<file path="src/rtl/brf_pkg.sv">
`timescale 1ns/1ps
package brf_pkg;
  localparam int WORD_W   = 16;
  localparam int WIDE_W   = 20;
  localparam int TBL_HI_W = WIDE_W - WORD_W;
  localparam int NBANK    = 2;
  localparam int NBREG    = 7;
  localparam int BIDX_W   = $clog2(NBREG);
  localparam int BSEL_W   = $clog2(NBANK);
  localparam int PORT_W   = 2 * WORD_W;

  // flag word: status bits 0..7 (carry .. stack select), priority field above
  localparam int FB_C    = 0;
  localparam int FB_B    = 4;
  localparam int FB_U    = 7;
  localparam int IPL_LSB = 12;
  localparam int IPL_W   = 3;

  typedef enum logic [3:0] {
    SEL_D0 = 4'd0, SEL_D1 = 4'd1, SEL_D2 = 4'd2, SEL_D3 = 4'd3,
    SEL_AD0 = 4'd4, SEL_AD1 = 4'd5, SEL_FRM = 4'd6, SEL_SP = 4'd7,
    SEL_SB = 4'd8, SEL_TBL_LO = 4'd9, SEL_TBL_HI = 4'd10, SEL_PC = 4'd11,
    SEL_FLG = 4'd12
  } sel_e;

  typedef enum logic [1:0] {
    SZ_LO8 = 2'd0, SZ_HI8 = 2'd1, SZ_W16 = 2'd2, SZ_P32 = 2'd3
  } size_e;

  function automatic logic [WORD_W-1:0] flg_mask();
    logic [WORD_W-1:0] m;
    m = '0;
    for (int i = FB_C; i <= FB_U; i++) m[i] = 1'b1;
    for (int i = 0; i < IPL_W; i++) m[IPL_LSB + i] = 1'b1;
    return m;
  endfunction

  localparam logic [WORD_W-1:0] FLG_MASK = flg_mask();

  function automatic logic is_banked(sel_e s);
    return s <= SEL_FRM;
  endfunction

  // legal selector/size combinations
  function automatic logic access_ok(sel_e s, size_e z);
    case (s)
      SEL_D0, SEL_D1:          return 1'b1;
      SEL_AD0, SEL_TBL_LO:     return (z == SZ_W16) || (z == SZ_P32);
      SEL_PC:                  return z == SZ_P32;
      SEL_D2, SEL_D3, SEL_AD1, SEL_FRM, SEL_SP, SEL_SB, SEL_TBL_HI, SEL_FLG:
                               return z == SZ_W16;
      default:                 return 1'b0;
    endcase
  endfunction

  // index of the register holding the upper half of a pair
  function automatic int pair_hi(sel_e s);
    case (s)
      SEL_D0:  return int'(SEL_D2);
      SEL_D1:  return int'(SEL_D3);
      SEL_AD0: return int'(SEL_AD1);
      default: return 0;
    endcase
  endfunction

  function automatic logic [WORD_W-1:0] put_byte(logic [WORD_W-1:0] old,
                                                 logic [7:0] b, logic hi);
    logic [WORD_W-1:0] r;
    r = old;
    if (hi) r[15:8] = b;
    else    r[7:0]  = b;
    return r;
  endfunction
endpackage

</file>
<file path="src/rtl/brf_bank.sv">
`timescale 1ns/1ps
module brf_bank #(
  parameter int NREG = 7,
  parameter int W    = 16
) (
  input  logic                     clk,
  input  logic                     rst_n,
  input  logic [NREG-1:0]          we,
  input  logic [NREG-1:0][W-1:0]   wdata,
  output logic [NREG-1:0][W-1:0]   q
);
  always_ff @(posedge clk or negedge rst_n) begin
    if (!rst_n) begin
      q <= '0;
    end else begin
      for (int i = 0; i < NREG; i++)
        if (we[i]) q[i] <= wdata[i];
    end
  end

  for (genvar i = 0; i < NREG; i++) begin : g_chk
    // a register with no enable keeps its value
    assert_reg_hold_R2: assert property (@(posedge clk) disable iff (!rst_n)
      !we[i] |=> $stable(q[i]));
  end
endmodule

</file>
<file path="src/rtl/brf_ctrl.sv">
`timescale 1ns/1ps
module brf_ctrl
  import brf_pkg::*;
#(
  parameter int W  = WORD_W,
  parameter int WW = WIDE_W
) (
  input  logic          clk,
  input  logic          rst_n,
  input  logic          we_usp,
  input  logic          we_isp,
  input  logic          we_sb,
  input  logic          we_tbl,
  input  logic          we_pc,
  input  logic          we_flg,
  input  logic [W-1:0]  sp_d,
  input  logic [W-1:0]  sb_d,
  input  logic [W-1:0]  flg_d,
  input  logic [WW-1:0] tbl_d,
  input  logic [WW-1:0] pc_d,
  output logic [W-1:0]  usp_q,
  output logic [W-1:0]  isp_q,
  output logic [W-1:0]  sb_q,
  output logic [WW-1:0] tbl_q,
  output logic [WW-1:0] pc_q,
  output logic [W-1:0]  flg_q
);
  always_ff @(posedge clk or negedge rst_n) begin
    if (!rst_n) begin
      usp_q <= '0;
      isp_q <= '0;
      sb_q  <= '0;
      tbl_q <= '0;
      pc_q  <= '0;
      flg_q <= '0;
    end else begin
      if (we_usp) usp_q <= sp_d;
      if (we_isp) isp_q <= sp_d;
      if (we_sb)  sb_q  <= sb_d;
      if (we_tbl) tbl_q <= tbl_d;
      if (we_pc)  pc_q  <= pc_d;
      if (we_flg) flg_q <= flg_d & W'(FLG_MASK);
    end
  end

  // the decoder never strobes both stack pointers
  assert_one_stack_R5: assert property (@(posedge clk) disable iff (!rst_n)
    $onehot0({we_usp, we_isp}));

  // program counter only moves when strobed
  assert_pc_hold_R9: assert property (@(posedge clk) disable iff (!rst_n)
    !we_pc |=> $stable(pc_q));
endmodule

</file>
<file path="src/rtl/brf_wr_decode.sv">
`timescale 1ns/1ps
module brf_wr_decode
  import brf_pkg::*;
(
  input  logic                          wr_en,
  input  sel_e                          sel,
  input  size_e                         size,
  input  logic [PORT_W-1:0]             wdata,
  input  logic                          stk_sel,
  input  logic [NBREG-1:0][WORD_W-1:0]  bank_q,
  input  logic [WIDE_W-1:0]             tbl_q,
  output logic                          legal,
  output logic [NBREG-1:0]              bank_we,
  output logic [NBREG-1:0][WORD_W-1:0]  bank_wd,
  output logic                          we_usp,
  output logic                          we_isp,
  output logic                          we_sb,
  output logic                          we_tbl,
  output logic                          we_pc,
  output logic                          we_flg,
  output logic [WORD_W-1:0]             word_d,
  output logic [WIDE_W-1:0]             tbl_d,
  output logic [WIDE_W-1:0]             pc_d
);
  logic                go;
  logic [BIDX_W-1:0]   k_lo;
  logic [BIDX_W-1:0]   k_hi;

  assign legal  = access_ok(sel, size);
  assign go     = wr_en && legal;
  assign k_lo   = BIDX_W'(sel);
  assign k_hi   = BIDX_W'(pair_hi(sel));
  assign word_d = wdata[WORD_W-1:0];
  assign pc_d   = wdata[WIDE_W-1:0];

  always_comb begin
    bank_we = '0;
    bank_wd = bank_q;
    we_usp  = 1'b0;
    we_isp  = 1'b0;
    we_sb   = 1'b0;
    we_tbl  = 1'b0;
    we_pc   = 1'b0;
    we_flg  = 1'b0;
    tbl_d   = tbl_q;
    if (go) begin
      if (is_banked(sel)) begin
        bank_we[k_lo] = 1'b1;
        case (size)
          SZ_LO8:  bank_wd[k_lo] = put_byte(bank_q[k_lo], wdata[7:0], 1'b0);
          SZ_HI8:  bank_wd[k_lo] = put_byte(bank_q[k_lo], wdata[7:0], 1'b1);
          SZ_W16:  bank_wd[k_lo] = wdata[WORD_W-1:0];
          default: begin
            bank_wd[k_lo] = wdata[WORD_W-1:0];
            bank_wd[k_hi] = wdata[PORT_W-1:WORD_W];
            bank_we[k_hi] = 1'b1;
          end
        endcase
      end else begin
        case (sel)
          SEL_SP: begin
            we_isp = stk_sel;
            we_usp = !stk_sel;
          end
          SEL_SB:  we_sb = 1'b1;
          SEL_TBL_LO: begin
            we_tbl = 1'b1;
            if (size == SZ_P32) tbl_d = wdata[WIDE_W-1:0];
            else                tbl_d[WORD_W-1:0] = wdata[WORD_W-1:0];
          end
          SEL_TBL_HI: begin
            we_tbl = 1'b1;
            tbl_d[WIDE_W-1:WORD_W] = wdata[TBL_HI_W-1:0];
          end
          SEL_PC:  we_pc  = 1'b1;
          SEL_FLG: we_flg = 1'b1;
          default: ;
        endcase
      end
    end
  end
endmodule

</file>
<file path="src/rtl/brf_rd_mux.sv">
`timescale 1ns/1ps
module brf_rd_mux
  import brf_pkg::*;
(
  input  sel_e                          sel,
  input  size_e                         size,
  input  logic                          stk_sel,
  input  logic [NBREG-1:0][WORD_W-1:0]  bank_q,
  input  logic [WORD_W-1:0]             usp_q,
  input  logic [WORD_W-1:0]             isp_q,
  input  logic [WORD_W-1:0]             sb_q,
  input  logic [WIDE_W-1:0]             tbl_q,
  input  logic [WIDE_W-1:0]             pc_q,
  input  logic [WORD_W-1:0]             flg_q,
  output logic                          legal,
  output logic [PORT_W-1:0]             rdata
);
  logic [BIDX_W-1:0] k_lo;
  logic [BIDX_W-1:0] k_hi;

  assign legal = access_ok(sel, size);
  assign k_lo  = BIDX_W'(sel);
  assign k_hi  = BIDX_W'(pair_hi(sel));

  always_comb begin
    rdata = '0;
    if (legal) begin
      if (is_banked(sel)) begin
        case (size)
          SZ_LO8:  rdata = PORT_W'(bank_q[k_lo][7:0]);
          SZ_HI8:  rdata = PORT_W'(bank_q[k_lo][15:8]);
          SZ_W16:  rdata = PORT_W'(bank_q[k_lo]);
          default: rdata = {bank_q[k_hi], bank_q[k_lo]};
        endcase
      end else begin
        case (sel)
          SEL_SP:     rdata = PORT_W'(stk_sel ? isp_q : usp_q);
          SEL_SB:     rdata = PORT_W'(sb_q);
          SEL_TBL_LO: rdata = (size == SZ_P32) ? PORT_W'(tbl_q)
                                               : PORT_W'(tbl_q[WORD_W-1:0]);
          SEL_TBL_HI: rdata = PORT_W'(tbl_q[WIDE_W-1:WORD_W]);
          SEL_PC:     rdata = PORT_W'(pc_q);
          SEL_FLG:    rdata = PORT_W'(flg_q);
          default:    rdata = '0;
        endcase
      end
    end
  end
endmodule

</file>
<file path="src/rtl/banked_regfile.sv">
`timescale 1ns/1ps
module banked_regfile
  import brf_pkg::*;
(
  input  logic        clk,
  input  logic        rst_n,
  input  logic        wr_en,
  input  logic [3:0]  wr_sel,
  input  logic [1:0]  wr_size,
  input  logic [31:0] wr_data,
  input  logic [3:0]  rd_sel,
  input  logic [1:0]  rd_size,
  output logic [31:0] rd_data,
  output logic [15:0] flags
);
  logic [NBREG-1:0][WORD_W-1:0] bank_q [NBANK];
  logic [NBREG-1:0][WORD_W-1:0] act_q;
  logic [NBREG-1:0]             dec_we;
  logic [NBREG-1:0][WORD_W-1:0] dec_wd;
  logic [BSEL_W-1:0]            bsel;
  logic                         ssel;
  logic                         wr_legal;
  logic                         rd_legal;
  logic we_usp, we_isp, we_sb, we_tbl, we_pc, we_flg;
  logic [WORD_W-1:0] word_d, usp_q, isp_q, sb_q, flg_q;
  logic [WIDE_W-1:0] tbl_d, pc_d, tbl_q, pc_q;

  assign bsel  = flg_q[FB_B +: BSEL_W];
  assign ssel  = flg_q[FB_U];
  assign act_q = bank_q[bsel];
  assign flags = flg_q;

  for (genvar b = 0; b < NBANK; b++) begin : g_bank
    logic [NBREG-1:0] we_b;
    assign we_b = (bsel == BSEL_W'(b)) ? dec_we : '0;

    brf_bank #(.NREG(NBREG), .W(WORD_W)) u_bank (
      .clk   (clk),
      .rst_n (rst_n),
      .we    (we_b),
      .wdata (dec_wd),
      .q     (bank_q[b])
    );

    // the bank not selected is never touched
    assert_idle_bank_R2: assert property (@(posedge clk) disable iff (!rst_n)
      (bsel != BSEL_W'(b)) |=> $stable(bank_q[b]));

    // pair write on D1 fills D3 (upper) and D1 (lower) together
    assert_pair_fill_R4: assert property (@(posedge clk) disable iff (!rst_n)
      (wr_en && wr_sel == SEL_D1 && wr_size == SZ_P32 && bsel == BSEL_W'(b))
      |=> (bank_q[b][3] == $past(wr_data[31:16]) && bank_q[b][1] == $past(wr_data[15:0])));

    // illegal combinations leave the banks alone
    assert_illegal_bank_R8: assert property (@(posedge clk) disable iff (!rst_n)
      (wr_en && !wr_legal) |=> $stable(bank_q[b]));
  end

  brf_wr_decode u_dec (
    .wr_en   (wr_en),
    .sel     (sel_e'(wr_sel)),
    .size    (size_e'(wr_size)),
    .wdata   (wr_data),
    .stk_sel (ssel),
    .bank_q  (act_q),
    .tbl_q   (tbl_q),
    .legal   (wr_legal),
    .bank_we (dec_we),
    .bank_wd (dec_wd),
    .we_usp  (we_usp),
    .we_isp  (we_isp),
    .we_sb   (we_sb),
    .we_tbl  (we_tbl),
    .we_pc   (we_pc),
    .we_flg  (we_flg),
    .word_d  (word_d),
    .tbl_d   (tbl_d),
    .pc_d    (pc_d)
  );

  brf_ctrl #(.W(WORD_W), .WW(WIDE_W)) u_ctrl (
    .clk    (clk),
    .rst_n  (rst_n),
    .we_usp (we_usp),
    .we_isp (we_isp),
    .we_sb  (we_sb),
    .we_tbl (we_tbl),
    .we_pc  (we_pc),
    .we_flg (we_flg),
    .sp_d   (word_d),
    .sb_d   (word_d),
    .flg_d  (word_d),
    .tbl_d  (tbl_d),
    .pc_d   (pc_d),
    .usp_q  (usp_q),
    .isp_q  (isp_q),
    .sb_q   (sb_q),
    .tbl_q  (tbl_q),
    .pc_q   (pc_q),
    .flg_q  (flg_q)
  );

  brf_rd_mux u_rd (
    .sel     (sel_e'(rd_sel)),
    .size    (size_e'(rd_size)),
    .stk_sel (ssel),
    .bank_q  (act_q),
    .usp_q   (usp_q),
    .isp_q   (isp_q),
    .sb_q    (sb_q),
    .tbl_q   (tbl_q),
    .pc_q    (pc_q),
    .flg_q   (flg_q),
    .legal   (rd_legal),
    .rdata   (rd_data)
  );

  // an illegal read returns zero
  always_comb begin
    if (rst_n && !rd_legal)
      assert_illegal_read_R8: assert (rd_data == '0);
  end

  // a flag write lands with the reserved bits cleared
  assert_flag_write_R7: assert property (@(posedge clk) disable iff (!rst_n)
    (wr_en && wr_sel == SEL_FLG && wr_size == SZ_W16)
    |=> flags == ($past(wr_data[15:0]) & 16'h70FF));

  // stack access with U clear reaches the user pointer only
  assert_user_stack_R5: assert property (@(posedge clk) disable iff (!rst_n)
    (wr_en && wr_sel == SEL_SP && wr_size == SZ_W16 && !ssel)
    |=> ($stable(isp_q) && usp_q == $past(wr_data[15:0])));

  // writing the upper table nibble keeps the lower 16 bits
  assert_tbl_split_R6: assert property (@(posedge clk) disable iff (!rst_n)
    (wr_en && wr_sel == SEL_TBL_HI && wr_size == SZ_W16)
    |=> ($stable(tbl_q[15:0]) && tbl_q[19:16] == $past(wr_data[3:0])));

  // illegal writes leave the flag word alone
  assert_illegal_flag_R8: assert property (@(posedge clk) disable iff (!rst_n)
    (wr_en && !wr_legal) |=> $stable(flg_q));
endmodule

</file>
<file path="config.mk">
export PLATFORM = sky130hd
export DESIGN_NAME = banked_regfile
export DESIGN_NICKNAME = d
export VERILOG_FILES = /design/src/rtl/brf_pkg.sv /design/src/rtl/brf_bank.sv /design/src/rtl/brf_ctrl.sv /design/src/rtl/brf_wr_decode.sv /design/src/rtl/brf_rd_mux.sv /design/src/rtl/banked_regfile.sv
export SDC_FILE = /design/constraint.sdc
export NUM_CORES = 1
export LEC_CHECK = 0
export BUFFER_PORTS_ARGS = -buffer_cell sky130_fd_sc_hd__buf_2
export CAP_MARGIN = 0
export CORE_MARGIN = 2
export CORE_UTILIZATION = 50
export DETAILED_ROUTE_END_ITERATION = 10
export PLACE_DENSITY = 0.67
export REMOVE_ABC_BUFFERS = 1
export SYNTH_ARGS = -nofsm -noshare
export SYNTH_HDL_FRONTEND = slang
export SYNTH_HIERARCHICAL = 1
export SYNTH_SLANG_ARGS = --single-unit
</file>
<file path="constraint.sdc">
create_clock -name clk -period 3.25 [get_ports clk]
set_clock_uncertainty 0.2 [all_clocks]
set_input_delay 0.325 -clock clk [delete_from_list [all_inputs] [get_ports clk]]
set_output_delay 0.325 -clock clk [all_outputs]
set_load 0.01 [all_outputs]
</file>
== Word-level counts from Yosys, hierarchy flattened ==
Index checks and enable logic that the tools add are counted.

* Reduce and logical (&&, ||, !) cells: 21
* Magnitude comparators: 9
* Equal/unequal tests: 31
* Bitwise logic cells: 3
* Muxes and demuxes: 68

{| class="wikitable"
|+ Operators by type and width
! kind !! count
|-
| 2-to-1 mux 112 bit || 5
|-
| bitwise mux 112 bit || 4
|-
| case mux 112 bit (3 select lines) || 1
|-
| case mux 32 bit (6 select lines) || 1
|-
| binary-select mux 16 bit (select 3 bit) || 3
|-
| demux 16 bit (select 3 bit) || 2
|-
| 2-to-1 mux 16 bit || 6
|-
| case mux 32 bit (3 select lines) || 1
|-
| 2-to-1 mux 8 bit || 9
|-
| 2-to-1 mux 32 bit || 2
|-
| == test 4 bit (second input constant) || 10
|-
| 2-to-1 mux 7 bit || 5
|-
| == test 4 x 3 -> 1 bit (second input constant) || 8
|-
| 2-to-1 mux 1 bit || 20
|-
| 2-to-1 mux 20 bit || 1
|-
| case mux 3 bit (3 select lines) || 2
|-
| == test 4 x 2 -> 1 bit (second input constant) || 4
|-
| less-than comparator 3 x 4 -> 1 bit (second input constant) || 4
|-
| OR reduction 8 bit || 2
|-
| OR reduction 2 bit || 5
|-
| == test 2 bit (second input constant) || 4
|-
| == test 4 x 1 -> 1 bit (second input constant) || 2
|-
| <= comparator 4 x 3 -> 1 bit (second input constant) || 2
|-
| logical NOT 4 bit || 2
|-
| other kinds (19) || 27
|}

* Register bits: 323
* Input bits: 47
* Output and inout bits: 48

== Longest topological paths before layout ==
Gate-level depths: netlist (run 1).

* Depth in word-level cells: 13
* Gate-level depth with buffers: 12
* Depth with buffers taken out: 7

== Modules after synthesis ==
The synthesis (run 1) kept the hierarchy.

{| class="wikitable"
|+ Modules (own cells, without submodules)
! module !! times used !! area an instance (µm²) !! cells an instance
|-
| brf_bank || 2 || 4545.6 || 238
|-
| brf_wr_decode || 1 || 5053.6 || 759
|-
| brf_ctrl || 1 || 3877.5 || 215
|-
| brf_rd_mux || 1 || 3072.9 || 424
|-
| banked_regfile || 1 || 1547.7 || 140
|}

== Least setup slack after synthesis (run 1) ==
OpenSTA, ideal clock, no wires.

* Kind: register to register
* Start point: reg u_ctrl.flg_q[4]
* End point: reg g_bank[0].u_bank/q[14] (netlist bit)
* Cell stages (with the launch flop): 10
* Clock period less this slack: 2.893 ns
* Data arrival time: 2.567 ns
* Required time: 2.925 ns
* Setup time: 0.125 ns
* Path buffers: 2
* Setup slack: 0.357 ns
* Cell sequence: dfrtp_1 buf_6 buf_2 mux2_2 mux4_2 nor2b_1 a211oi_1 a21oi_1 mux2_2 mux2_4

{| class="wikitable"
|+ RTL lines
! item !! line !! source
|-
| start, declared || brf_ctrl.sv:26 || <nowiki>output logic [W-1:0] flg_q</nowiki>
|-
| start signal, assigned || brf_ctrl.sv:42 || <nowiki>if (we_flg) flg_q <= flg_d & W'(FLG_MASK);</nowiki>
|-
| end signal, assigned by index || brf_bank.sv:17 || <nowiki>if (we[i]) q[i] <= wdata[i];</nowiki>
|-
| end, declared || brf_bank.sv:10 || <nowiki>output logic [NREG-1:0][W-1:0] q</nowiki>
|}

==> tab_implementation.tex, run 1 <==
\begin{tabular}{lr}
\hline
Metric & Value \\
\hline
\multicolumn{2}{l}{\textbf{Layout}} \\
Fraction of final layout cells with drive strength greater than 1 & 0.4349 \\
Commonest cells after routing, fill and taps aside & dfrtp\_1, mux2\_2, mux2\_4 \\
Leading cell type in the layout, fill and taps excluded & dfrtp\_1 \\
Design Area, Final & 25,990 um\^{}2 \\
Layout overhead on the synthesized area & 14.81\% \\
Final \#Nets & 2,194 \\
Register Area & 8087 um\^{}2 \\
Layout fillers & 3,667 \\
Combined area of the multi-input logic cells & 13,320 um\^{}2 \\
\multicolumn{2}{l}{\textbf{Die}} \\
Standard-cell rows & 77 \\
Count of pins on the block boundary & 95 \\
Die height & 216.8 um \\
Die span in x & 216.8 um \\
Initial core utilization & 0.5097 \\
CORE AREA & 44,410 um\^{}2 \\
Die Outline Area & 47,000 um\^{}2 \\
\multicolumn{2}{l}{\textbf{Timing}} \\
Endpoints failing hold & 0 \\
Final setup margin & -317.9 ps \\
Unrepaired setup endpoints after global routing & yes \\
Minimum clock period after layout & 3568 ps \\
Max-slew headroom at the worst pin & 0.4431 \\
Count of final max-slew check failures & 0 \\
Final setup viols & 22 \\
Peak clock frequency supported by timing & 280.3 MHz \\
Transition time of the tightest slew-check pin & 835.4 ps \\
Final worst-path cycle share & 1.098 \\
\multicolumn{2}{l}{\textbf{Routing}} \\
Number of nets with antenna violations after detailed routing & 0 \\
Wire length reported by the detailed router & 78,440 um \\
Routed via count & 18,400 \\
Detailed-route DRC error count & 0 \\
Wire per inst & 28.31 um \\
Length of the first detailed-routing pass in iterations & 8 \\
Detailed-route vias per instance & 6.640 \\
Drt first-iter violations & 2,701 \\
\multicolumn{2}{l}{\textbf{Global route}} \\
Global routing usage summed across all routing layers & 0.3306 \\
Pin count of the biggest net entering global routing & 93 \\
Global-route congestion overflow total & 0 \\
Global-route wire length before repair & 117,800 um \\
Number of global-route vias before repair & 18,500 \\
Number of antenna violations at the first check in global routing & 3 \\
\multicolumn{2}{l}{\textbf{Clock tree}} \\
CTS Root Cell & clkbuf\_16 \\
Clk Latency, worst-skew pair & 580 ps \\
Clock Tree Buf Depth & 3 \\
Total number of H-tree levels & 2 \\
CTS buffer count & 39 \\
Clock sink count & 323 \\
Clock-pin slew of the registers on the worst-case setup and hold paths & 60 ps \\
Clock tree from TritonCTS & built \\
\multicolumn{2}{l}{\textbf{Setup path}} \\
R2r worst-path depth & 10 \\
Critical path's top delay family & multiplexers \\
Maximum net fanout on the critical path & 8 \\
Critical path's largest stage delay & 520 ps \\
Data required, critical path & 2720 ps \\
Crit path capture type & primary output \\
R2R Setup Slk & 40 ps \\
Critical Path Slowest Stage Cell & dfrtp\_4 \\
Type of the worst setup path & reg2out \\
Launching point of the worst reg2reg path & u\_ctrl/flg\_q[4]\$\_DFFE\_PN0P\_ \\
CP startpoint kind & flip-flop \\
Endpoint of the lowest-slack register-to-register path & g\_bank[1].u\_bank/q[47]\$\_DFFE\_PN0P\_ \\
Critical path cell sequence & buf\_12 > buf\_8 > mux2\_2 > mux4\_2 > o211ai\_1 > buf\_4 > a41oi\_2 > buf\_2 \\
WP buf/inv & 4 \\
Crit path arrival time & 3040 ps \\
\multicolumn{2}{l}{\textbf{Hold path}} \\
Worst hold path depth & 2 \\
Worst Hold End & u\_ctrl/isp\_q[13]\$\_DFFE\_PN0P\_ \\
Min-delay worst type & in2reg \\
Origin of the worst min-delay path & wr\_data[13] \\
\multicolumn{2}{l}{\textbf{Power}} \\
Static Leak & 11.58 nW \\
Internal power & 0.007579 W \\
Sequential group share of total power & 0.408 \\
Part of the total power dissipated in the clock network & 0.395 \\
Part of the total power dissipated in combinational logic & 0.198 \\
Worst IR Drop VDD & 0.0003699 V \\
Switching power & 0.003169 W \\
Power density of the placed cells & 413.5 nW/um\^{}2 \\
Sw Share & 0.2949 \\
\multicolumn{2}{l}{\textbf{Synthesis}} \\
Gate Count Post-Synth & 2,013 \\
Warnings, synthesis & 6 \\
Syn\_area\_per\_cell & 11.25 um\^{}2 \\
Synthesized cell area & 22,640 um\^{}2 \\
\multicolumn{2}{l}{\textbf{Run status}} \\
Run status & complete, but fails checks \\
Violations in the final reports & negative setup slack \\
\multicolumn{2}{l}{\textbf{Placement}} \\
Total placed instance area & 23,870 um\^{}2 \\
Global placement routability congestion & 0.9994 \\
Port buffer count & 89 \\
Worst slack after detailed placement & 15.40 ps \\
Final HPWL DP & 54,550 um \\
\multicolumn{2}{l}{\textbf{Job}} \\
Maximum capacitance violations & 0 \\
\hline
\end{tabular}
timing repair:
| item | in CTS | in global routing |
|---|---|---|
| endpoints found under the setup margin | 23 | 36 |
| pin swaps | 41 | 22 |
| endpoints found under the hold margin | 89 | 0 |
| resized for setup | 98 | 18 |
| hold buffers | 5 | 0 |
| gates cloned | 0 | 1 |
| setup buffers | 31 | 8 |
per-stage QoR:
| step | utilization | TNS, ps | power, W | std cells | hold WS (ps) |
|---|---|---|---|---|---|
| after CTS | 0.5812 | -2607 | 0.01074 | 2758 | 30.05 |
| after detailed placement | 0.5375 | 0 | 0.006324 | 2654 | 220.5 |
| after global routing | 0.5850 | -4074 | 0.01112 | 2767 | 49.35 |
| after floorplan | - | -458800 | 0.005423 | 1792 | -170.6 |
| after global placement | 0.5375 | -4.557 | 0.006278 | 2654 | 205.8 |
| final | 0.5852 | -3054 | 0.01075 | 2771 | 78.32 |
worst reg2reg max path, cell delays in order, from the launching register on:
cell	delay (ps)
dfrtp_4	520
buf_12	170
buf_12	150
mux2_4	320
buf_4	180
mux4_2	450
nor2b_1	140
a211oi_1	380
nor2_1	110
a22o_1	200
mux2_2	260
final cells by class:
type | count | share of cell area
multi-input cells | 1442 | 0.5124
flip-flops and latches | 323 | 0.3111
repair buffers | 314 | 0.09609
clock buffers | 56 | 0.04308
well taps | 592 | 0.02850
clock inverters | 13 | 0.004477
inverters | 27 | 0.003899
diodes | 4 | 0.0003851
how the worst max path moves through the flow:
stage,startpoint,slack (ps),endpoint,depth (start not counted)
3_5_place_dp,u_ctrl/flg_q[4]$_DFFE_PN0P_,20,rd_data[0],9
2_1_floorplan,u_ctrl/flg_q[4]$_DFFE_PN0P_,-2140,g_bank[0].u_bank/q[14]$_DFFE_PN0P_,7
3_3_place_gp,rd_sel[1],-5,rd_data[17],8
4_1_cts,u_ctrl/flg_q[4]$_DFFE_PN0P_,-280,rd_data[2],7
5_1_grt,u_ctrl/flg_q[4]$_DFFE_PN0P_,-310,rd_data[6],10
6_report,u_ctrl/flg_q[4]$_DFFE_PN0P_,-320,rd_data[1],8
per-layer routing:
| metal | global-route usage | part of all wire | vias up |
|---|---|---|---|
| li1 | - | - | 7780 |
| met1 | 0.4418 | 0.40 | 9163 |
| met2 | 0.5034 | 0.44 | 1204 |
| met3 | 0.08008 | 0.11 | 251 |
| met4 | 0.1628 | 0.050 | 2 |
| met5 | 0 | 0.00017 | - |
power by group through the flow:
stage               clock network, W  registers, W  logic [W]
global placement                   0       0.00443    0.00185
floorplan                          0       0.00451   0.000910
detailed placement                 0       0.00445    0.00188
finish                       0.00424       0.00438    0.00213
global route                 0.00450       0.00440    0.00222
CTS                          0.00433       0.00438    0.00203
sequential cells by signal (all words and copies together) (netlist names):
register,flops
u_ctrl/tbl_q,20
u_ctrl/usp_q,16
g_bank.u_bank/q,224
u_ctrl/sb_q,16
u_ctrl/flg_q,11
u_ctrl/pc_q,20
u_ctrl/isp_q,16
Note: power is estimated with default switching activity, not from simulation.
==> run 2, diff against run 1 <==
--- a/config.mk
+++ b/config.mk
@@ -7,10 +7,14 @@
 export LEC_CHECK = 0
 export BUFFER_PORTS_ARGS = -buffer_cell sky130_fd_sc_hd__buf_2
 export CAP_MARGIN = 0
+export CELL_PAD_IN_SITES_DETAIL_PLACEMENT = 1
+export CELL_PAD_IN_SITES_GLOBAL_PLACEMENT = 2
 export CORE_MARGIN = 2
-export CORE_UTILIZATION = 50
+export CORE_UTILIZATION = 43
+export CTS_CLUSTER_SIZE = 14
 export DETAILED_ROUTE_END_ITERATION = 10
-export PLACE_DENSITY = 0.67
+export GPL_TIMING_DRIVEN = 0
+export PLACE_DENSITY_LB_ADDON = 0.1
 export REMOVE_ABC_BUFFERS = 1
 export SYNTH_ARGS = -nofsm -noshare
 export SYNTH_HDL_FRONTEND = slang
==> run 2 against run 1 <==
  * The flow still finishes with violations (negative setup slack)
  * Register-to-register slack worse by 260 ps
  * Fmax shrank 5.3%
  * Cell area up 2.4%
  * Clock power up 11%
  * Total power grew 8.5%
  * Critical path type unchanged
  * Highest routed layer unchanged
==> tab_implementation.tex, run 2 (same netlist as run 1, synthesis figures left out) <==
\begin{tabular}{lr}
\hline
Metric & Value \\
\hline
\multicolumn{2}{l}{\textbf{Run status}} \\
Run status & complete, but fails checks \\
Violations in the final reports & negative setup slack \\
\multicolumn{2}{l}{\textbf{Global route}} \\
Global-route congestion overflow total & 0 (unchanged) \\
Pin count of the biggest net entering global routing & 116 (+25\%) \\
Global-route wire length before repair & 132,400 um (+12\%) \\
Number of antenna violations at the first check in global routing & 4 (+1) \\
Global routing usage summed across all routing layers & 0.3327 (+0.002082) \\
Number of global-route vias before repair & 18,830 (+1.8\%) \\
\multicolumn{2}{l}{\textbf{Placement}} \\
Final HPWL DP & 56,380 um (+3.3\%) \\
Worst slack after detailed placement & -2091 ps (-2107 ps) \\
Port buffer count & 89 (unchanged) \\
Total placed instance area & 23,060 um\^{}2 (-3.4\%) \\
Global placement routability congestion & 0.8534 (-15\%) \\
Number of cells after detailed placement & 2,601 (-2.0\%) \\
\multicolumn{2}{l}{\textbf{Die}} \\
Die span in x & 233.5 um (+7.7\%) \\
Die Outline Area & 54,500 um\^{}2 (+16\%) \\
Die height & 233.5 um (+7.7\%) \\
Count of pins on the block boundary & 95 (unchanged) \\
Initial core utilization & 0.4325 (-0.07719) \\
Standard-cell rows & 84 (+9.1\%) \\
CORE AREA & 52,340 um\^{}2 (+18\%) \\
\multicolumn{2}{l}{\textbf{Layout}} \\
Largest regs & g\_bank.u\_bank/q: 224 flops, u\_ctrl/pc\_q: 20 flops, u\_ctrl/tbl\_q: 20 flops \\
Register Area & 8088 um\^{}2 (about the same) \\
Commonest cells after routing, fill and taps aside & dfrtp\_1, mux2\_4, mux2\_2 \\
Final \#Nets & 2,097 (-4.4\%) \\
Combined area of the multi-input logic cells & 14,000 um\^{}2 (+5.1\%) \\
Layout overhead on the synthesized area & 17.56\% \\
Fraction of final layout cells with drive strength greater than 1 & 0.4546 (+0.01965) \\
Final cell count without fillers & 2,771 (unchanged) \\
Leading cell type in the layout, fill and taps excluded & dfrtp\_1 \\
Layout fillers & 5,405 (+47\%) \\
Design Area, Final & 26,620 um\^{}2 (+2.4\%) \\
Flip-flop count of the largest register, all copies and words added & 224 (unchanged) \\
Biggest register & g\_bank.u\_bank/q \\
\multicolumn{2}{l}{\textbf{Hold path}} \\
Worst hold path depth & 2 (unchanged) \\
Min-delay worst type & in2reg \\
\multicolumn{2}{l}{\textbf{Routing}} \\
Detailed-route DRC error count & 0 (unchanged) \\
Number of nets with antenna violations after detailed routing & 0 (unchanged) \\
Routed via count & 18,050 (-1.9\%) \\
Wire per inst & 33.05 um (+17\%) \\
Wire length reported by the detailed router & 91,570 um (+17\%) \\
Length of the first detailed-routing pass in iterations & 5 (-3) \\
Drt first-iter violations & 1,387 (-49\%) \\
Detailed-route vias per instance & 6.513 (-1.9\%) \\
\multicolumn{2}{l}{\textbf{Timing}} \\
Final setup viols & 32 (+45\%) \\
Count of final max-slew check failures & 0 (unchanged) \\
Smallest hold slack & 69.29 ps (-9.027 ps) \\
Transition time of the tightest slew-check pin & 1334 ps (+498.7 ps) \\
Final setup margin & -516.6 ps (-198.7 ps) \\
Max-slew headroom at the worst pin & 0.1073 (-0.3357) \\
Minimum clock period after layout & 3767 ps (+198.7 ps) \\
Endpoints failing hold & 0 (unchanged) \\
Peak clock frequency supported by timing & 265.5 MHz (-5.3\%) \\
Unrepaired setup endpoints after global routing & yes \\
Final worst-path cycle share & 1.159 (+0.06114) \\
\multicolumn{2}{l}{\textbf{Clock tree}} \\
Clock Tree Buf Depth & 3 (unchanged) \\
Clk Latency, worst-skew pair & 570 ps (about the same) \\
CTS buffer count & 41 (+5.1\%) \\
CTS Root Cell & clkbuf\_16 \\
Clock tree from TritonCTS & built \\
Clock sink count & 323 (unchanged) \\
Clock-pin slew of the registers on the worst-case setup and hold paths & 60 ps (about the same) \\
Total number of H-tree levels & 2 (unchanged) \\
\multicolumn{2}{l}{\textbf{Setup path}} \\
R2r worst-path depth & 13 (+3) \\
Type of the worst setup path & reg2out \\
Crit path arrival time & 3240 ps (+200 ps) \\
Launching point of the worst reg2reg path & u\_ctrl/flg\_q[4]\$\_DFFE\_PN0P\_ \\
Endpoint of the lowest-slack register-to-register path & g\_bank[0].u\_bank/q[14]\$\_DFFE\_PN0P\_ \\
Crit path capture type & primary output \\
Maximum net fanout on the critical path & 8 (unchanged) \\
Data required, critical path & 2720 ps (about the same) \\
Worst Setup EP & rd\_data[1] \\
Launching instance or port of the critical path & u\_ctrl/flg\_q[4]\$\_DFFE\_PN0P\_ \\
CP startpoint kind & flip-flop \\
R2R Setup Slk & -220 ps (-260 ps) \\
\multicolumn{2}{l}{\textbf{Power}} \\
Static Leak & 11.41 nW (-1.5\%) \\
Power density of the placed cells & 438.2 nW/um\^{}2 (+6.0\%) \\
Worst IR Drop VDD & 0.0003693 V (-0.17\%) \\
\multicolumn{2}{l}{\textbf{Job}} \\
Maximum capacitance violations & 0 (unchanged) \\
\hline
\end{tabular}
==> run 2: cell types whose count changed in the layout (fill, tap and decap cells not counted), moves of 12 or more <==
cell / delta
buf_4: -138
mux2_2: -21
mux2_4: +21
buf_16: +17
buf_6: +16
o21ai_0: -16
nor4_1: -14
buf_8: +13
o21ai_1: +12
==> run 2: final cells by class <==
type / count / share of cell area
flip-flops and latches: 323 / 0.3039
clock buffers: 59 / 0.04522
diodes: 2 / 0.0001880
inverters: 27 / 0.003855
clock inverters: 15 / 0.006017
repair buffers: 212 / 0.08246
multi-input cells: 1445 / 0.5260
well taps: 688 / 0.03234
==> run 2: how the worst min path moves through the flow <==
stage / slack (ps) / startpoint / endpoint
global placement: 280 / g_bank[1].u_bank/q[33]$_DFFE_PN0P_ / g_bank[1].u_bank/q[33]$_DFFE_PN0P_
global route: 40 / wr_data[17] / u_ctrl/pc_q[17]$_DFFE_PN0P_
floorplan: -170 / rst_n / g_bank[0].u_bank/q[0]$_DFFE_PN0P_
finish: 70 / wr_data[17] / u_ctrl/pc_q[17]$_DFFE_PN0P_
CTS: 40 / wr_data[17] / u_ctrl/pc_q[17]$_DFFE_PN0P_
detailed placement: 200 / rst_n / g_bank[1].u_bank/q[12]$_DFFE_PN0P_
==> run 2: timing repair <==
item                                   in CTS  in global routing
buffers inserted                           46                 33
pin swaps                                  46                 46
gates resized for setup                   188                102
hold buffers                                3                  0
endpoints found under the hold margin      98                  0
setup endpoints to repair                 320                124
cloned                                     11                  3
==> run 2: power by group <==
part	switching [W]	internal, W
logic	0.00143	0.00111
registers	0.000167	0.00424
clock network	0.00191	0.00281
total	0.00351	0.00816
==> run 2: metal layers <==
layer | part of all wire | track usage | vias up
met3 | 0.060 | 0.04980 | 220
li1 | - | - | 7577
met1 | 0.43 | 0.4452 | 9583
met5 | 0.00014 | 0 | -
met4 | 0.051 | 0.1596 | 2
met2 | 0.46 | 0.5279 | 665
==> run 2: through the flow <==
| stage | utilization | total power, W | setup TNS, ps |
|---|---|---|---|
| finish | 0.5085 | 0.01166 | -6842 |
| global route | 0.5084 | 0.01203 | -8033 |
| CTS | 0.4948 | 0.01154 | -5123 |
| detailed placement | 0.4405 | 0.006292 | -432050 |
| global placement | 0.4271 | 0.006235 | -3019330 |
| floorplan | - | 0.005423 | -458800 |
==> run 2: worst max-delay path: stages, from the launching register on <==
cell and delay, ps:
dfrtp_4 520, buf_12 160, buf_12 140, mux2_4 340
mux4_2 540, o211ai_1 510, a41oi_2 230, buf_2 200
==> run 3, diff against run 2 <==
--- a/config.mk
+++ b/config.mk
@@ -7,14 +7,15 @@
 export LEC_CHECK = 0
 export BUFFER_PORTS_ARGS = -buffer_cell sky130_fd_sc_hd__buf_2
 export CAP_MARGIN = 0
-export CELL_PAD_IN_SITES_DETAIL_PLACEMENT = 1
-export CELL_PAD_IN_SITES_GLOBAL_PLACEMENT = 2
+export CELL_PAD_IN_SITES_DETAIL_PLACEMENT = 0
+export CELL_PAD_IN_SITES_GLOBAL_PLACEMENT = 1
 export CORE_MARGIN = 2
-export CORE_UTILIZATION = 43
+export CORE_UTILIZATION = 34
 export CTS_CLUSTER_SIZE = 14
 export DETAILED_ROUTE_END_ITERATION = 10
 export GPL_TIMING_DRIVEN = 0
 export PLACE_DENSITY_LB_ADDON = 0.1
+export RECOVER_POWER = 50
 export REMOVE_ABC_BUFFERS = 1
 export SYNTH_ARGS = -nofsm -noshare
 export SYNTH_HDL_FRONTEND = slang
==> run 3 against run 2 <==
  * The flow finishes with violations (max-capacitance violations, max-slew violations, negative setup slack)
  * Clock power rose by 4%
  * Clock-buffer cell count increased by 1
  * Critical path depth grew 1
  * Fmax is 3.7% lower
  * Combinational power shrank 5%
  * Worst setup slack worse by 140 ps
  * Via count decreased by 2.8%
  * Total power rose by 0.37%
  * Flip-flop and latch count did not move
  * Cell area down 0.86%
  * Final cell count increased by 5.4%
  * Critical path type unchanged
  * Highest routed layer is now met4
==> tab_implementation.tex, run 3 (same netlist as run 1, synthesis figures left out) <==
\begin{tabular}{lr}
\hline
Metric & Value \\
\hline
\multicolumn{2}{l}{\textbf{Run status}} \\
Run status & complete, but fails checks \\
Violations in the final reports & max-capacitance violations, max-slew violations, negative setup slack \\
\multicolumn{2}{l}{\textbf{Setup path}} \\
R2r worst-path depth & 13 (unchanged) \\
Critical path's largest stage delay & 560 ps (+20 ps) \\
Critical path cell sequence & buf\_4 > buf\_16 > mux2\_2 > mux4\_2 > nor2b\_1 > a211oi\_2 > a2111oi\_2 > buf\_2 \\
Crit path arrival time & 3390 ps (+150 ps) \\
Critical Path Slowest Stage Cell & a211oi\_2 \\
Launching point of the worst reg2reg path & u\_ctrl/flg\_q[4]\$\_DFFE\_PN0P\_ \\
Data required, critical path & 2720 ps (about the same) \\
Type of the worst setup path & reg2out \\
Crit path capture type & primary output \\
Maximum net fanout on the critical path & 11 (+3) \\
Endpoint of the lowest-slack register-to-register path & g\_bank[0].u\_bank/q[25]\$\_DFFE\_PN0P\_ \\
R2R Setup Slk & -100 ps (+120 ps) \\
CP startpoint kind & flip-flop \\
\multicolumn{2}{l}{\textbf{Hold path}} \\
Min-delay worst type & in2reg \\
Worst Hold End & u\_ctrl/pc\_q[17]\$\_DFFE\_PN0P\_ \\
Worst hold path depth & 2 (unchanged) \\
Origin of the worst min-delay path & wr\_data[17] \\
\multicolumn{2}{l}{\textbf{Die}} \\
CORE AREA & 65,860 um\^{}2 (+26\%) \\
Standard-cell rows & 94 (+12\%) \\
Die span in x & 262.0 um (+12\%) \\
Initial core utilization & 0.3437 (-0.08881) \\
Die Outline Area & 68,670 um\^{}2 (+26\%) \\
Die height & 262.0 um (+12\%) \\
Count of pins on the block boundary & 95 (unchanged) \\
\multicolumn{2}{l}{\textbf{Clock tree}} \\
Clock tree from TritonCTS & built \\
Clk Latency, worst-skew pair & 600 ps (+30 ps) \\
Clock sink count & 323 (unchanged) \\
CTS Root Cell & clkbuf\_16 \\
CTS buffer count & 42 (+2.4\%) \\
Clock-pin slew of the registers on the worst-case setup and hold paths & 60 ps (about the same) \\
Clock Tree Buf Depth & 3 (unchanged) \\
Total number of H-tree levels & 2 (unchanged) \\
\multicolumn{2}{l}{\textbf{Routing}} \\
Detailed-route vias per instance & 6.007 (-7.8\%) \\
Detailed-route DRC error count & 0 (unchanged) \\
Routed via count & 17,550 (-2.8\%) \\
Length of the first detailed-routing pass in iterations & 7 (+2) \\
Wire per inst & 31.15 um (-5.7\%) \\
Number of nets with antenna violations after detailed routing & 0 (unchanged) \\
Drt first-iter violations & 1,597 (+15\%) \\
Wire length reported by the detailed router & 90,990 um (-0.64\%) \\
\multicolumn{2}{l}{\textbf{Timing}} \\
Peak clock frequency supported by timing & 255.7 MHz (-3.7\%) \\
Smallest hold slack & 45.08 ps (-24.22 ps) \\
Final setup viols & 36 (+13\%) \\
Count of final max-slew check failures & 221 (+221) \\
Endpoints failing hold & 0 (unchanged) \\
Final setup margin & -661.0 ps (-144.5 ps) \\
Unrepaired setup endpoints after global routing & yes \\
Final worst-path cycle share & 1.203 (+0.04446) \\
Transition time of the tightest slew-check pin & 1679 ps (+345.3 ps) \\
Max-slew headroom at the worst pin & -0.1196 (-0.2269) \\
Minimum clock period after layout & 3911 ps (+144.5 ps) \\
\multicolumn{2}{l}{\textbf{Placement}} \\
Port buffer count & 89 (unchanged) \\
Final HPWL DP & 56,780 um (+0.70\%) \\
Global placement routability congestion & 0.8296 (-2.8\%) \\
Number of cells after detailed placement & 2,775 (+6.7\%) \\
\multicolumn{2}{l}{\textbf{Job}} \\
Maximum capacitance violations & 2 (+2) \\
\multicolumn{2}{l}{\textbf{Layout}} \\
Combined area of the multi-input logic cells & 13,820 um\^{}2 (-1.3\%) \\
Commonest cells after routing, fill and taps aside & dfrtp\_1, mux2\_4, mux2\_2 \\
Final \#Nets & 2,074 (-1.1\%) \\
Layout fillers & 6,336 (+17\%) \\
Flip-flop count of the largest register, all copies and words added & 224 (unchanged) \\
Layout overhead on the synthesized area & 16.56\% \\
Largest regs & g\_bank.u\_bank/q: 224 flops, u\_ctrl/pc\_q: 20 flops, u\_ctrl/tbl\_q: 20 flops \\
Fraction of final layout cells with drive strength greater than 1 & 0.4298 (-0.02484) \\
Final cell count without fillers & 2,921 (+5.4\%) \\
Leading cell type in the layout, fill and taps excluded & dfrtp\_1 \\
Register Area & 8087 um\^{}2 (about the same) \\
Antenna Diode Count & 0 (-2) \\
Biggest register & g\_bank.u\_bank/q \\
\multicolumn{2}{l}{\textbf{Power}} \\
Worst IR Drop VDD & 0.0003198 V (-13\%) \\
Power density of the placed cells & 443.7 nW/um\^{}2 (+1.2\%) \\
Static Leak & 11.20 nW (-1.9\%) \\
\multicolumn{2}{l}{\textbf{Global route}} \\
Global routing usage summed across all routing layers & 0.2607 (-0.07203) \\
Number of antenna violations at the first check in global routing & 2 (-2) \\
Global-route congestion overflow total & 0 (unchanged) \\
Pin count of the biggest net entering global routing & 116 (unchanged) \\
Number of global-route vias before repair & 17,840 (-5.3\%) \\
Global-route wire length before repair & 130,000 um (-1.8\%) \\
\hline
\end{tabular}
## run 3: cell count changes in the layout (fill, tap and decap cells not counted), moves of 8 or more
cell      previous run  this run
buf_2               79        70
mux2_4             257       244
nor2b_1             32        40
clkbuf_1             7        22
mux2_2             217       230
buf_4               53        41
## run 3: timing repair
item | in CTS | in global routing
buffers inserted | 42 | 17
gates resized for setup | 151 | 88
gates cloned | 9 | 2
hold buffers | 3 | 0
hold endpoints to repair | 235 | 0
pin swaps | 35 | 31
endpoints found under the setup margin | 308 | 103
## run 3: worst max path at each step
| stage | start | to | slack [ps] | depth (start not counted) |
|---|---|---|---|---|
| finish | u_ctrl/flg_q[4]$_DFFE_PN0P_ | rd_data[4] | -660 | 8 |
| global route | u_ctrl/flg_q[4]$_DFFE_PN0P_ | rd_data[2] | -670 | 8 |
| CTS | u_ctrl/flg_q[4]$_DFFE_PN0P_ | rd_data[2] | -720 | 8 |
| detailed placement | wr_sel[0] | g_bank[1].u_bank/q[31]$_DFFE_PN0P_ | -2370 | 7 |
| global placement | u_ctrl/flg_q[4]$_DFFE_PN0P_ | g_bank[0].u_bank/q[31]$_DFFE_PN0P_ | -6900 | 2 |
| floorplan | u_ctrl/flg_q[4]$_DFFE_PN0P_ | g_bank[0].u_bank/q[14]$_DFFE_PN0P_ | -2140 | 7 |
## run 3: stage by stage
| step | util | cell area (um^2) | setup slack [ps] | power, W | setup TNS, ps |
|---|---|---|---|---|---|
| floorplan | - | 21050 | -2143 | 0.005423 | -458800 |
| global placement | 0.3428 | 22580 | -6898 | 0.006275 | -3216170 |
| detailed placement | 0.3537 | 23290 | -2367 | 0.006312 | -457040 |
| CTS | 0.3937 | 25930 | -716.6 | 0.01172 | -10570 |
| global route | 0.4006 | 26390 | -672.7 | 0.01215 | -13330 |
| finish | 0.4006 | 26390 | -661.0 | 0.01171 | -10410 |
## run 3: power by group
part	switching, W	total [W]	internal [W]
registers	0.000158	0.00440	0.00424
logic	0.00139	0.00242	0.00102
clock network	0.00196	0.00489	0.00293
total	0.00351	0.0117	0.00819
## run 3: cell type report
cell class,instances,area share
Clock buffer,60,0.04467
Timing Repair Buffer,189,0.07089
Sequential cell,323,0.3064
Multi-Input combinational cell,1444,0.5239
Tap cell,864,0.04097
Clock inverter,14,0.009293
Inverter,27,0.003888
## run 3: critical path, delay by kind of cell (launching register included)
family / cells / cell delay, ps
mux: 2 / 810
simple gates: 1 / 200
flops: 1 / 510
compound gates: 2 / 710
buf+inv: 3 / 490
## run 3: metal layers
layer / global-route usage / vias to the layer above / part of all wire
met4: 0.09306 / 0 / 0.037
li1: - / 7550 / -
met3: 0.03713 / 149 / 0.059
met2: 0.4161 / 618 / 0.46
met1: 0.3598 / 9229 / 0.44
met5: 0 / - / 0
